==> config.mk <==
export PLATFORM = sky130hd
export DESIGN_NAME = rotmask_unit
export DESIGN_NICKNAME = d
export VERILOG_FILES = /design/src/rtl/rm_pkg.sv /design/src/rtl/rm_rotator.sv /design/src/rtl/rm_maskgen.sv /design/src/rtl/rm_ctrl.sv /design/src/rtl/rotmask_unit.sv
export SDC_FILE = /design/constraint.sdc
export NUM_CORES = 1
export LEC_CHECK = 0
export ABC_AREA = 1
export BUFFER_PORTS_ARGS = -buffer_cell sky130_fd_sc_hd__buf_4
export CORE_ASPECT_RATIO = 0.9
export CORE_MARGIN = 1
export CORE_UTILIZATION = 25
export CTS_CLUSTER_SIZE = 8
export DETAILED_ROUTE_END_ITERATION = 8
export GPL_TIMING_DRIVEN = 0
export PLACE_DENSITY_LB_ADDON = 0.08
export SLEW_MARGIN = 20
export SYNTH_ARGS = -nofsm -noshare
export SYNTH_HDL_FRONTEND = slang
export SYNTH_SLANG_ARGS = --single-unit
==> constraint.sdc <==
create_clock -name clk -period 0.8 [get_ports clk]
set_input_delay 0.16 -clock clk [delete_from_list [all_inputs] [get_ports clk]]
set_output_delay 0.16 -clock clk [all_outputs]
set_load 0.02 [all_outputs]
==> src/rtl/rm_pkg.sv <==
package rm_pkg;
  localparam int XLEN = 64;
  localparam int HALF = XLEN / 2;
  localparam int SHW  = $clog2(XLEN);

  typedef enum logic [3:0] {
    OP_WROT = 4'd0,
    OP_WINS = 4'd1,
    OP_DCL  = 4'd2,
    OP_DCR  = 4'd3,
    OP_DCB  = 4'd4,
    OP_SLD  = 4'd5,
    OP_SLW  = 4'd6,
    OP_SRAW = 4'd7,
    OP_EXSL = 4'd8
  } rm_op_e;
endpackage

==> src/rtl/rm_rotator.sv <==
module rm_rotator #(
  parameter int W  = 64,
  parameter int AW = $clog2(W)
) (
  input  logic [W-1:0]  din,
  input  logic [AW-1:0] sh,
  output logic [W-1:0]  dout
);
  logic [W-1:0] stage [AW+1];

  assign stage[0] = din;

  for (genvar s = 0; s < AW; s++) begin : g_stage
    localparam int STEP = 1 << s;
    assign stage[s+1] = sh[s] ? {stage[s][W-1-STEP:0], stage[s][W-1:W-STEP]}
                              : stage[s];
  end

  assign dout = stage[AW];
endmodule

==> src/rtl/rm_maskgen.sv <==
module rm_maskgen #(
  parameter int W  = 64,
  parameter int AW = $clog2(W)
) (
  input  logic [AW-1:0] beg_i,
  input  logic [AW-1:0] end_i,
  input  logic          kill,
  output logic [W-1:0]  mask
);
  logic wrap;
  assign wrap = beg_i > end_i;

  for (genvar i = 0; i < W; i++) begin : g_bit
    localparam logic [AW-1:0] IDX = AW'(i);
    logic ge_b, le_e;
    assign ge_b = IDX >= beg_i;
    assign le_e = IDX <= end_i;
    // big-endian index i lives at little-endian bit W-1-i
    assign mask[W-1-i] = !kill && (wrap ? (ge_b || le_e) : (ge_b && le_e));
  end
endmodule

==> src/rtl/rm_ctrl.sv <==
module rm_ctrl
  import rm_pkg::*;
(
  input  logic [3:0]      op,
  input  logic [XLEN-1:0] src,
  input  logic [XLEN-1:0] dst,
  input  logic [SHW:0]    amt,
  input  logic [SHW-1:0]  mb,
  input  logic [SHW-1:0]  me,
  output logic [XLEN-1:0] rot_in,
  output logic [SHW-1:0]  rot_sh,
  output logic [SHW-1:0]  m_beg,
  output logic [SHW-1:0]  m_end,
  output logic            m_kill,
  output logic [XLEN-1:0] fill,
  output logic            is_sra
);
  localparam logic [SHW-1:0] TOP   = SHW'(XLEN - 1);
  localparam logic [SHW-1:0] HBASE = SHW'(HALF);

  logic [HALF-1:0] word;
  logic [SHW-1:0]  wsh;
  logic [SHW-1:0]  dsh;
  logic [SHW-1:0]  wmb;
  logic [SHW-1:0]  wme;
  logic            sgn;

  assign word = src[HALF-1:0];
  assign sgn  = word[HALF-1];
  assign wsh  = {1'b0, amt[SHW-2:0]};
  assign dsh  = amt[SHW-1:0];
  assign wmb  = {1'b1, mb[SHW-2:0]};
  assign wme  = {1'b1, me[SHW-2:0]};

  always_comb begin
    rot_in = {word, word};
    rot_sh = wsh;
    m_beg  = wmb;
    m_end  = wme;
    m_kill = 1'b0;
    fill   = '0;
    is_sra = 1'b0;
    case (rm_op_e'(op))
      OP_WROT: ;
      OP_WINS: fill = dst;
      OP_DCL: begin
        rot_in = src;
        rot_sh = dsh;
        m_beg  = mb;
        m_end  = TOP;
      end
      OP_DCR: begin
        rot_in = src;
        rot_sh = dsh;
        m_beg  = '0;
        m_end  = me;
      end
      OP_DCB: begin
        rot_in = src;
        rot_sh = dsh;
        m_beg  = mb;
        m_end  = TOP - dsh;
      end
      OP_SLD: begin
        rot_in = src;
        rot_sh = dsh;
        m_beg  = '0;
        m_end  = TOP - dsh;
        m_kill = amt[SHW];
      end
      OP_SLW: begin
        m_beg  = HBASE;
        m_end  = TOP - wsh;
        m_kill = amt[SHW-1];
      end
      OP_SRAW: begin
        rot_sh = HBASE - wsh;
        m_beg  = HBASE + wsh;
        m_end  = TOP;
        m_kill = amt[SHW-1];
        fill   = {XLEN{sgn}};
        is_sra = 1'b1;
      end
      OP_EXSL: begin
        rot_in = {{HALF{sgn}}, word};
        rot_sh = dsh;
        m_beg  = '0;
        m_end  = TOP - dsh;
      end
      default: m_kill = 1'b1;
    endcase
  end
endmodule

==> src/rtl/rotmask_unit.sv <==
module rotmask_unit
  import rm_pkg::*;
(
  input  logic            clk,
  input  logic            rst_n,
  input  logic            in_valid,
  input  logic [3:0]      op,
  input  logic [63:0]     src,
  input  logic [63:0]     dst,
  input  logic [6:0]      amt,
  input  logic [5:0]      mb,
  input  logic [5:0]      me,
  output logic            out_valid,
  output logic [63:0]     result,
  output logic            ca,
  output logic            ca32
);
  logic [XLEN-1:0] rot_in, rot_out, fill, mask;
  logic [SHW-1:0]  rot_sh, m_beg, m_end;
  logic            m_kill, is_sra;

  rm_ctrl u_ctrl (
    .op(op), .src(src), .dst(dst), .amt(amt), .mb(mb), .me(me),
    .rot_in(rot_in), .rot_sh(rot_sh), .m_beg(m_beg), .m_end(m_end),
    .m_kill(m_kill), .fill(fill), .is_sra(is_sra)
  );

  rm_rotator #(.W(XLEN)) u_rot (
    .din(rot_in), .sh(rot_sh), .dout(rot_out)
  );

  rm_maskgen #(.W(XLEN)) u_mask (
    .beg_i(m_beg), .end_i(m_end), .kill(m_kill), .mask(mask)
  );

  // next-state
  logic [XLEN-1:0] res_d;
  logic            lost, car_d;

  always_comb begin
    res_d = (rot_out & mask) | (fill & ~mask);
    lost  = |(rot_out[HALF-1:0] & ~mask[HALF-1:0]);
    car_d = is_sra && src[HALF-1] && lost;
  end

  // registers
  logic [XLEN-1:0] res_q;
  logic            vld_q, ca_q, ca32_q;

  always_ff @(posedge clk or negedge rst_n) begin
    if (!rst_n) begin
      vld_q  <= 1'b0;
      res_q  <= '0;
      ca_q   <= 1'b0;
      ca32_q <= 1'b0;
    end else begin
      vld_q <= in_valid;
      if (in_valid) begin
        res_q  <= res_d;
        ca_q   <= car_d;
        ca32_q <= car_d;
      end
    end
  end

  assign out_valid = vld_q;
  assign result    = res_q;
  assign ca        = ca_q;
  assign ca32      = ca32_q;
endmodule

==> results by group, run 1 <==
Synth
  • Register area share after synthesis: 0.143
  • Post-synth ARST share: 1.00
  • Most common cell in the netlist: nand3_1
  • Synth warnings: 0
  • Netlist cell types: 51
  • Post-Syn Nets: 2306
  • Top post-synthesis cells by area: nand3_1 (24%), nand2_1 (18%), dfrtp_1 (14%), o21ai_0 (7.3%), nand4_1 (5.0%)
  • Main synth FF type: dfrtp_1
  • Post-synth EDFFs: 0
  • Largest area contributor in the netlist: nand3_1
  • Mean Syn Cell Area: 5.39 µm²
  • Yosys reg bits: 66
  • Synthesized area: 11600 µm²
  • Gate Count Post-Synth: 2145
  • Post-synth top cells: nand3_1 (556), nand2_1 (551), o21ai_0 (168), nor2_1 (116), a21oi_1 (102)
  • Share of Yosys cell area claimed by the top area cell type: 0.241

Floorplan
  • Die Height: 206 µm
  • Core area: 45600 µm²
  • Die width: 229 µm
  • Initial core utilization: 0.254
  • Row count: 74
  • IO Pins: 221
  • Total Die Area: 47100 µm²

Routing
  • Post-route ant nets: 0
  • Via count: 18400
  • Vias per cell: 5.86
  • WL/cell: 27.6 µm
  • 1st-iter DRT viols: 2510
  • First-pass iteration count of the detailed router: 7
  • DRC: 0
  • Routed WL: 86.8 mm

Setup path
  • Startpoint Class: input port
  • CP Class: input port to flip-flop
  • Crit-path slowest cell: o211ai_1
  • Data arrival time of the critical path: 3.45 ns
  • CP Capture Type: flip-flop
  • Worst path required time: 1.10 ns
  • Peak fanout along the critical path: 8
  • Top cell by count, worst path: nand2_1
  • CP peak stage delay: 0.54 ns

Global routing
  • Total GRT Usage: 0.358
  • Aggregate global routing overflow: 0
  • Vias in the first global route: 17300
  • Largest net degree at the start of global routing: 67
  • Global-route wire length before repair: 122 mm
  • Initial antenna violation count: 4

Clock network
  • CTS max path bufs: 2
  • Post-CTS Hold Buffers: 1
  • Clock sink count: 66
  • H-tree Lvls: 3
  • Total CTS buffers: 9
  • Clock Latency Late Sink: 0.35 ns
  • CTS tree: built
  • Clk slew on worst S/H paths: 0.07 ns
  • Clk root buf: clkbuf_16

Final layout
  • Area growth from synthesis to layout: 57.2%
  • Final #Nets: 2687
  • Share of cells above drive strength 1: 0.350

STA
  • Final Hold Viols: 66
  • RSZ-0062 raised after global routing: yes
  • Slew Limit Fails: 0
  • WHS: -0.205 ns
  • Fin crit share: 3.94
  • PnR worst setup slack: -2.35 ns
  • Minimum clock period: 3.15 ns
  • Clock skew: 0 ns
  • FMAX: 317 MHz
  • Worst-Margin Slew: 1.30 ns
  • Final setup fails: 132
  • Normalized max-slew margin: 0.131

Pwr
  • Pwr dens: 1660 nW/µm²
  • Maximum vdd drop: 1050 µV
  • Tot Pwr: 30300 µW
  • P_leak: 0.00826 µW

Job
  • MaxCap Viol Count: 0

Min path
  • HP Class: input port to async pin

Run status
  • Failing checks: negative hold slack, negative setup slack
  • Result of the run: finished with violations

Place
  • Placer Congestion: 1.06
  • Hpwl dp: 71.4 mm
  • IO Port Bufs: 218
-- layout make-up --
type	instances	area [µm²]
fillers	5073	27400
multi-input cells	1807	10700
repair buffers	369	3200
flip-flops and latches	66	1660
plain buffers	159	1110
well taps	608	761
inverters	114	483
clock buffers	9	225
clock inverters	7	76.3
diodes	1	2.50
-- power by group --
part	internal, µW	leakage [µW]	switching [µW]
logic	8000	0.00728	13600
clock network	2440	0.000142	1810
registers	3920	0.000838	530
total	14400	0.00826	15900
-- kinds of logic (layout without fill, tap and decap cells) --
family | count (synthesis) | after routing | synth area share
simple gates | 1387 | 1387 | 0.550
mux | 6 | 6 | 0.00519
other cells | 0 | 1 | 0
xor+xnor | 3 | 3 | 0.00292
flops | 66 | 66 | 0.143
compound gates | 403 | 404 | 0.195
fa+ha+maj | 7 | 7 | 0.00757
buf+inv | 273 | 658 | 0.0962
-- registers in the layout, indices dropped and copies added (netlist names) --
signal,cells
out_valid,1
ca,1
result,64
-- through the flow --
stage                     cells  setup TNS, ns   util  cell area, µm²  setup slack, ns
after global placement     2971        -230.13  0.313           14300            -3.93
after global routing       3140        -158.69  0.399           18200            -2.50
after detailed placement   2971        -232.12  0.314           14300            -3.88
after floorplan            2145        -122.21      -           11900            -2.09
after CTS                  3091        -143.37  0.377           17200            -2.21
final                      3140        -149.93  0.399           18200            -2.35
-- routing by layer --
layer | global-route usage | up-vias | part of all wire
met3 | 0.0595 | 120 | 0.095
met1 | 0.526 | 9017 | 0.46
met5 | 0 | - | 0.00015
met4 | 0.0733 | 2 | 0.022
li1 | - | 8258 | -
met2 | 0.543 | 1012 | 0.42
-- cells in the final DEF (no fill, tap or decap), types with 14 or more instances in the layout --
cell type | netlist | routed
nand2_1 | 551 | 487
o21ai_2 | 5 | 39
or2_2 | 30 | 30
o21ai_4 | 0 | 18
a21oi_2 | 1 | 28
inv_2 | 24 | 29
o21ai_1 | 36 | 80
inv_1 | 89 | 71
buf_2 | 31 | 23
buf_4 | 11 | 281
nor2_1 | 116 | 100
clkbuf_1 | 98 | 58
nand3_2 | 5 | 80
buf_6 | 1 | 101
nand2_4 | 2 | 15
dfrtp_1 | 66 | 63
nand4_1 | 93 | 93
clkbuf_16 | 0 | 16
nand3_4 | 1 | 18
a21oi_1 | 102 | 70
o21ai_0 | 168 | 73
clkbuf_2 | 0 | 23
a31oi_1 | 35 | 25
nand2_2 | 4 | 52
nor2_2 | 8 | 14
nand3_1 | 556 | 464
o211ai_1 | 18 | 18
-- final timing paths --
| check | startpoint | end | slack, ns | depth (start not counted) |
|---|---|---|---|---|
| worst max-delay path | op[1] | ca$_DFFE_PN0P_ | -2.35 | 25 |
| worst min-delay path | rst_n | result[57]$_DFFE_PN0P_ | -0.20 | 1 |
| worst max register to register | result[57]$_DFFE_PN0P_ | result[57]$_DFFE_PN0P_ | -0.12 | 4 |
| worst min register to register | result[18]$_DFFE_PN0P_ | result[18]$_DFFE_PN0P_ | 0.52 | 2 |
| max in group asynchronous | rst_n | result[46]$_DFFE_PN0P_ | 0.46 | 1 |
| min in group clk | dst[15] | result[15]$_DFFE_PN0P_ | 0.20 | 5 |
-- critical path: cells and delay by family --
family	cells	cell delay (ns)
AOI/OAI and AO/OA	3	0.72
adders and majority gates	1	0.30
buffers and inverters	8	0.94
and+or+nand+nor	13	1.30
-- what timing repair did --
action	4_1_cts	5_1_grt
endpoints found under the hold margin	35	66
gates cloned	3	4
gates resized for setup	458	200
pin swaps	83	86
setup endpoints to repair	132	134
setup buffers	100	45
Power figures use the tool's default switching activity.
==> inputs of run 2 (changes only) <==
--- a/config.mk
+++ b/config.mk
@@ -5,7 +5,6 @@
 export SDC_FILE = /design/constraint.sdc
 export NUM_CORES = 1
 export LEC_CHECK = 0
-export ABC_AREA = 1
 export BUFFER_PORTS_ARGS = -buffer_cell sky130_fd_sc_hd__buf_4
 export CORE_ASPECT_RATIO = 0.9
 export CORE_MARGIN = 1
==> constraint.sdc (replaced) <==
create_clock -name clk -period 0.8 [get_ports clk]
set_input_delay 0.16 -clock clk [delete_from_list [all_inputs] [get_ports clk]]
set_output_delay 0.16 -clock clk [all_outputs]
set_load 0.05 [all_outputs]
==> run 2 against run 1 <==
  * Final cell count down 3.0%
  * Register-to-register slack lost 0.05 ns
  * Global-route usage up 1.7 points
  * Clock skew is the same
  * The run still ends with negative hold slack, negative setup slack left
  * Power is 18% higher
  * Via count rose by 8.7%
  * First-iteration DRC count grew 2.9%
  * Sequential cell count is the same
  * Synthesized cell count decreased by 9.7%
  * Non-clock buffer count rose by 59
==> results by group, run 2 <==
Run status
  • Result of the run: finished with violations (unchanged)
  • Failing checks: negative hold slack, negative setup slack (unchanged)

Floorplan
  • Core area: 52100 µm² (was 45600 µm²)
  • IO Pins: 221 (unchanged)
  • Initial core utilization: 0.255 (was 0.254)
  • Die width: 245 µm (was 229 µm)
  • Total Die Area: 54200 µm² (was 47100 µm²)
  • Die Height: 221 µm (was 206 µm)
  • Row count: 79 (was 74)

Setup path
  • Reg2reg setup slack: -0.17 ns (was -0.12 ns)
  • RR Endpoint: result[57]$_DFFE_PN0P_ (unchanged)
  • Peak fanout along the critical path: 10 (was 8)
  • Worst path required time: 1.04 ns (was 1.10 ns)
  • CP Class: input port to flip-flop (unchanged)
  • CP Capture Type: flip-flop (unchanged)
  • Worst reg2reg path depth: 4 (unchanged)
  • Startpoint Class: input port (unchanged)
  • Worst r2r src: result[57]$_DFFE_PN0P_ (unchanged)
  • Data arrival time of the critical path: 4.05 ns (was 3.45 ns)

Final layout
  • Area growth from synthesis to layout: 65.6% (was 57.2%)
  • Most frequent cells in the layout: buf_4 (300), nor2_1 (202), a21oi_1 (184) (was nand2_1 (487), nand3_1 (464), buf_4 (281))
  • Share of cells above drive strength 1: 0.491 (was 0.350)
  • Filler cells: 5377 (was 5073)
  • Final Instance Count excl. Fillers: 3045 (was 3140)
  • Final #Nets: 2512 (was 2687)
  • Commonest non-fill, non-tap cell in the layout: buf_4 (was nand2_1)
  • Flip-flop count of the largest register after layout: 64 (unchanged)

STA
  • WHS: -0.0868 ns (was -0.205 ns)
  • TNS Setup: -189.81 ns (was -149.93 ns)
  • Final Hold Viols: 66 (unchanged)
  • Slew Limit Fails: 0 (unchanged)
  • RSZ-0062 raised after global routing: yes (unchanged)
  • Fin crit share: 4.76 (was 3.94)
  • Final setup fails: 132 (unchanged)
  • Worst-Margin Slew: 1.28 ns (was 1.30 ns)
  • Clock skew: 0 ns (unchanged)
  • Minimum clock period: 3.81 ns (was 3.15 ns)
  • PnR worst setup slack: -3.01 ns (was -2.35 ns)
  • FMAX: 263 MHz (was 317 MHz)
  • Normalized max-slew margin: 0.146 (was 0.131)

Routing
  • 1st-iter DRT viols: 2582 (was 2510)
  • Via count: 20000 (was 18400)
  • Routed WL: 105 mm (was 86.8 mm)
  • Vias per cell: 6.57 (was 5.86)
  • Post-route ant nets: 0 (unchanged)
  • First-pass iteration count of the detailed router: 8 (was 7)
  • WL/cell: 34.6 µm (was 27.6 µm)
  • DRC: 0 (unchanged)

Clock network
  • CTS tree: built (unchanged)
  • Clk slew on worst S/H paths: 0.07 ns (about the same)
  • Clk root buf: clkbuf_16 (unchanged)
  • Clock Latency Late Sink: 0.35 ns (about the same)
  • CTS max path bufs: 2 (unchanged)
  • Total CTS buffers: 9 (unchanged)
  • Clock sink count: 66 (unchanged)
  • H-tree Lvls: 3 (unchanged)

Synth
  • Register area share after synthesis: 0.124 (was 0.143)
  • Main synth FF type: dfrtp_1 (unchanged)
  • Top post-synthesis cells by area: dfrtp_1 (12%), a21oi_1 (9.9%), nor2_1 (6.8%), mux2i_1 (6.3%), o21ai_0 (5.8%) (was nand3_1 (24%), nand2_1 (18%), dfrtp_1 (14%), o21ai_0 (7.3%), nand4_1 (5.0%))
  • Post-synth top cells: a21oi_1 (264), nor2_1 (241), nand2_1 (156), o21ai_0 (153), nor3_1 (85) (was nand3_1 (556), nand2_1 (551), o21ai_0 (168), nor2_1 (116), a21oi_1 (102))
  • Netlist cell types: 105 (was 51)
  • Post-synth ARST share: 1.00 (unchanged)
  • Gate Count Post-Synth: 1937 (was 2145)
  • Mean Syn Cell Area: 6.87 µm² (was 5.39 µm²)
  • Synthesized area: 13300 µm² (was 11600 µm²)
  • Share of Yosys cell area claimed by the top area cell type: 0.124 (was 0.241)
  • Synth warnings: 0 (unchanged)
  • Post-Syn Nets: 2098 (was 2306)
  • Post-synth EDFFs: 0 (unchanged)
  • Largest area contributor in the netlist: dfrtp_1 (was nand3_1)
  • Yosys reg bits: 66 (unchanged)
  • Most common cell in the netlist: a21oi_1 (was nand3_1)

Pwr
  • P_leak: 0.00840 µW (was 0.00826 µW)
  • Maximum vdd drop: 971 µV (was 1050 µV)
  • Pwr dens: 1620 nW/µm² (was 1660 nW/µm²)

Place
  • Placed insts: 2843 (was 2971)
  • Placer Congestion: 1.02 (was 1.06)
  • IO Port Bufs: 217 (was 218)
  • Hpwl dp: 83.7 mm (was 71.4 mm)

Global routing
  • Global-route wire length before repair: 146 mm (was 122 mm)
  • Total GRT Usage: 0.375 (was 0.358)
  • Aggregate global routing overflow: 0 (unchanged)
  • Largest net degree at the start of global routing: 67 (unchanged)
  • Initial antenna violation count: 2 (was 4)
  • Vias in the first global route: 19200 (was 17300)

Job
  • MaxCap Viol Count: 0 (unchanged)

Min path
  • HP Class: input port to async pin (unchanged)
-- run 2: changes by cell type in the layout (fill, tap and decap cells not counted), sizes merged, moves of 49 or more --
cell    change
mux2i      +78
nand3     -519
buf        +87
nor2      +118
nor3       +84
o22ai      +49
a211oi     +50
nand2     -396
nand4      -85
a21oi     +162
mux2       +62
inv        -88
-- run 2: worst max-delay path by stage --
stage               startpoint  slack, ns                     end  cells after the start
finish                  amt[0]      -3.01          ca$_DFFE_PN0P_                     20
global route            amt[0]      -3.14          ca$_DFFE_PN0P_                     20
CTS                      op[2]      -2.95          ca$_DFFE_PN0P_                     20
detailed placement      amt[0]      -4.86          ca$_DFFE_PN0P_                     19
global placement        amt[0]      -4.92          ca$_DFFE_PN0P_                     19
floorplan                op[2]      -2.70  result[58]$_DFFE_PN0P_                     18
-- run 2: what timing repair did --
item                                    CTS  global route
gates resized for setup                 687           204
pin swaps                               132           104
hold endpoints to repair                 67             0
buffers inserted                        134            59
endpoints found under the setup margin  132           132
cloned                                    5             1
hold buffers                              1             0
-- run 2: final cells by class --
type / instances / area (µm²) / share of cell area
diodes: 1 / 2.50 / 0.000114
plain buffers: 180 / 1520 / 0.0689
clock buffers: 9 / 225 / 0.0102
clock inverters: 7 / 58.8 / 0.00267
inverters: 23 / 110 / 0.00499
multi-input cells: 1664 / 13900 / 0.631
flip-flops and latches: 66 / 1650 / 0.0750
well taps: 688 / 861 / 0.0391
repair buffers: 407 / 3710 / 0.169
-- run 2: cell families after synthesis --
kind of cell / count (synthesis) / share of synthesized area
and+or+nand+nor: 656 / 0.231
buffers and inverters: 207 / 0.0773
adders and majority gates: 28 / 0.0224
muxes: 160 / 0.140
AOI/OAI and AO/OA: 819 / 0.404
DFF: 66 / 0.124
xor gates and xnor gates: 1 / 0.00122
-- run 2: per-stage QoR --
| step | util | power, µW | hold slack [ns] | setup WS, ns | instance area [µm²] |
|---|---|---|---|---|---|
| floorplan | - | 15700 | -0.136 | -2.70 | 13900 |
| global placement | 0.314 | 23800 | 0.281 | -4.92 | 16400 |
| detailed placement | 0.316 | 23600 | 0.288 | -4.86 | 16400 |
| CTS | 0.398 | 32700 | -0.0453 | -2.95 | 20700 |
| global route | 0.423 | 36600 | 0.00363 | -3.14 | 22000 |
| finish | 0.423 | 35700 | -0.0868 | -3.01 | 22000 |
-- run 2: where the power goes --
part / switching (µW) / leakage (µW) / internal [µW] / total, µW
Combinational: 17100 / 0.00742 / 10300 / 27400
Sequential: 456 / 0.000842 / 3870 / 4330
Clock: 1800 / 0.000133 / 2150 / 3940
Total: 19300 / 0.00840 / 16300 / 35700
-- run 2: metal layers --
metal	share of wire	up-vias	routed length, µm	track usage
li1	-	8306	-	-
met1	0.43	10200	45200	0.531
met2	0.42	1345	44100	0.547
met3	0.13	178	13400	0.120
met4	0.025	2	2660	0.0780
met5	0.00018	-	19	0
-- run 2: worst max-delay path: stages --
cell and delay (ns):
buf_8 0.08, buf_12 0.11, buf_2 0.25, buf_4 0.31, clkbuf_8 0.32, o2bb2ai_4 0.15, inv_1 0.06, ha_1 0.18
nand3b_1 0.20, a21oi_4 0.22, o21a_4 0.23, clkbuf_16 0.18, o21ai_0 0.10, a21oi_2 0.33, inv_2 0.11, a22oi_2 0.20
o22ai_1 0.14, nor4_2 0.31, nand4_1 0.19, a31o_1 0.21
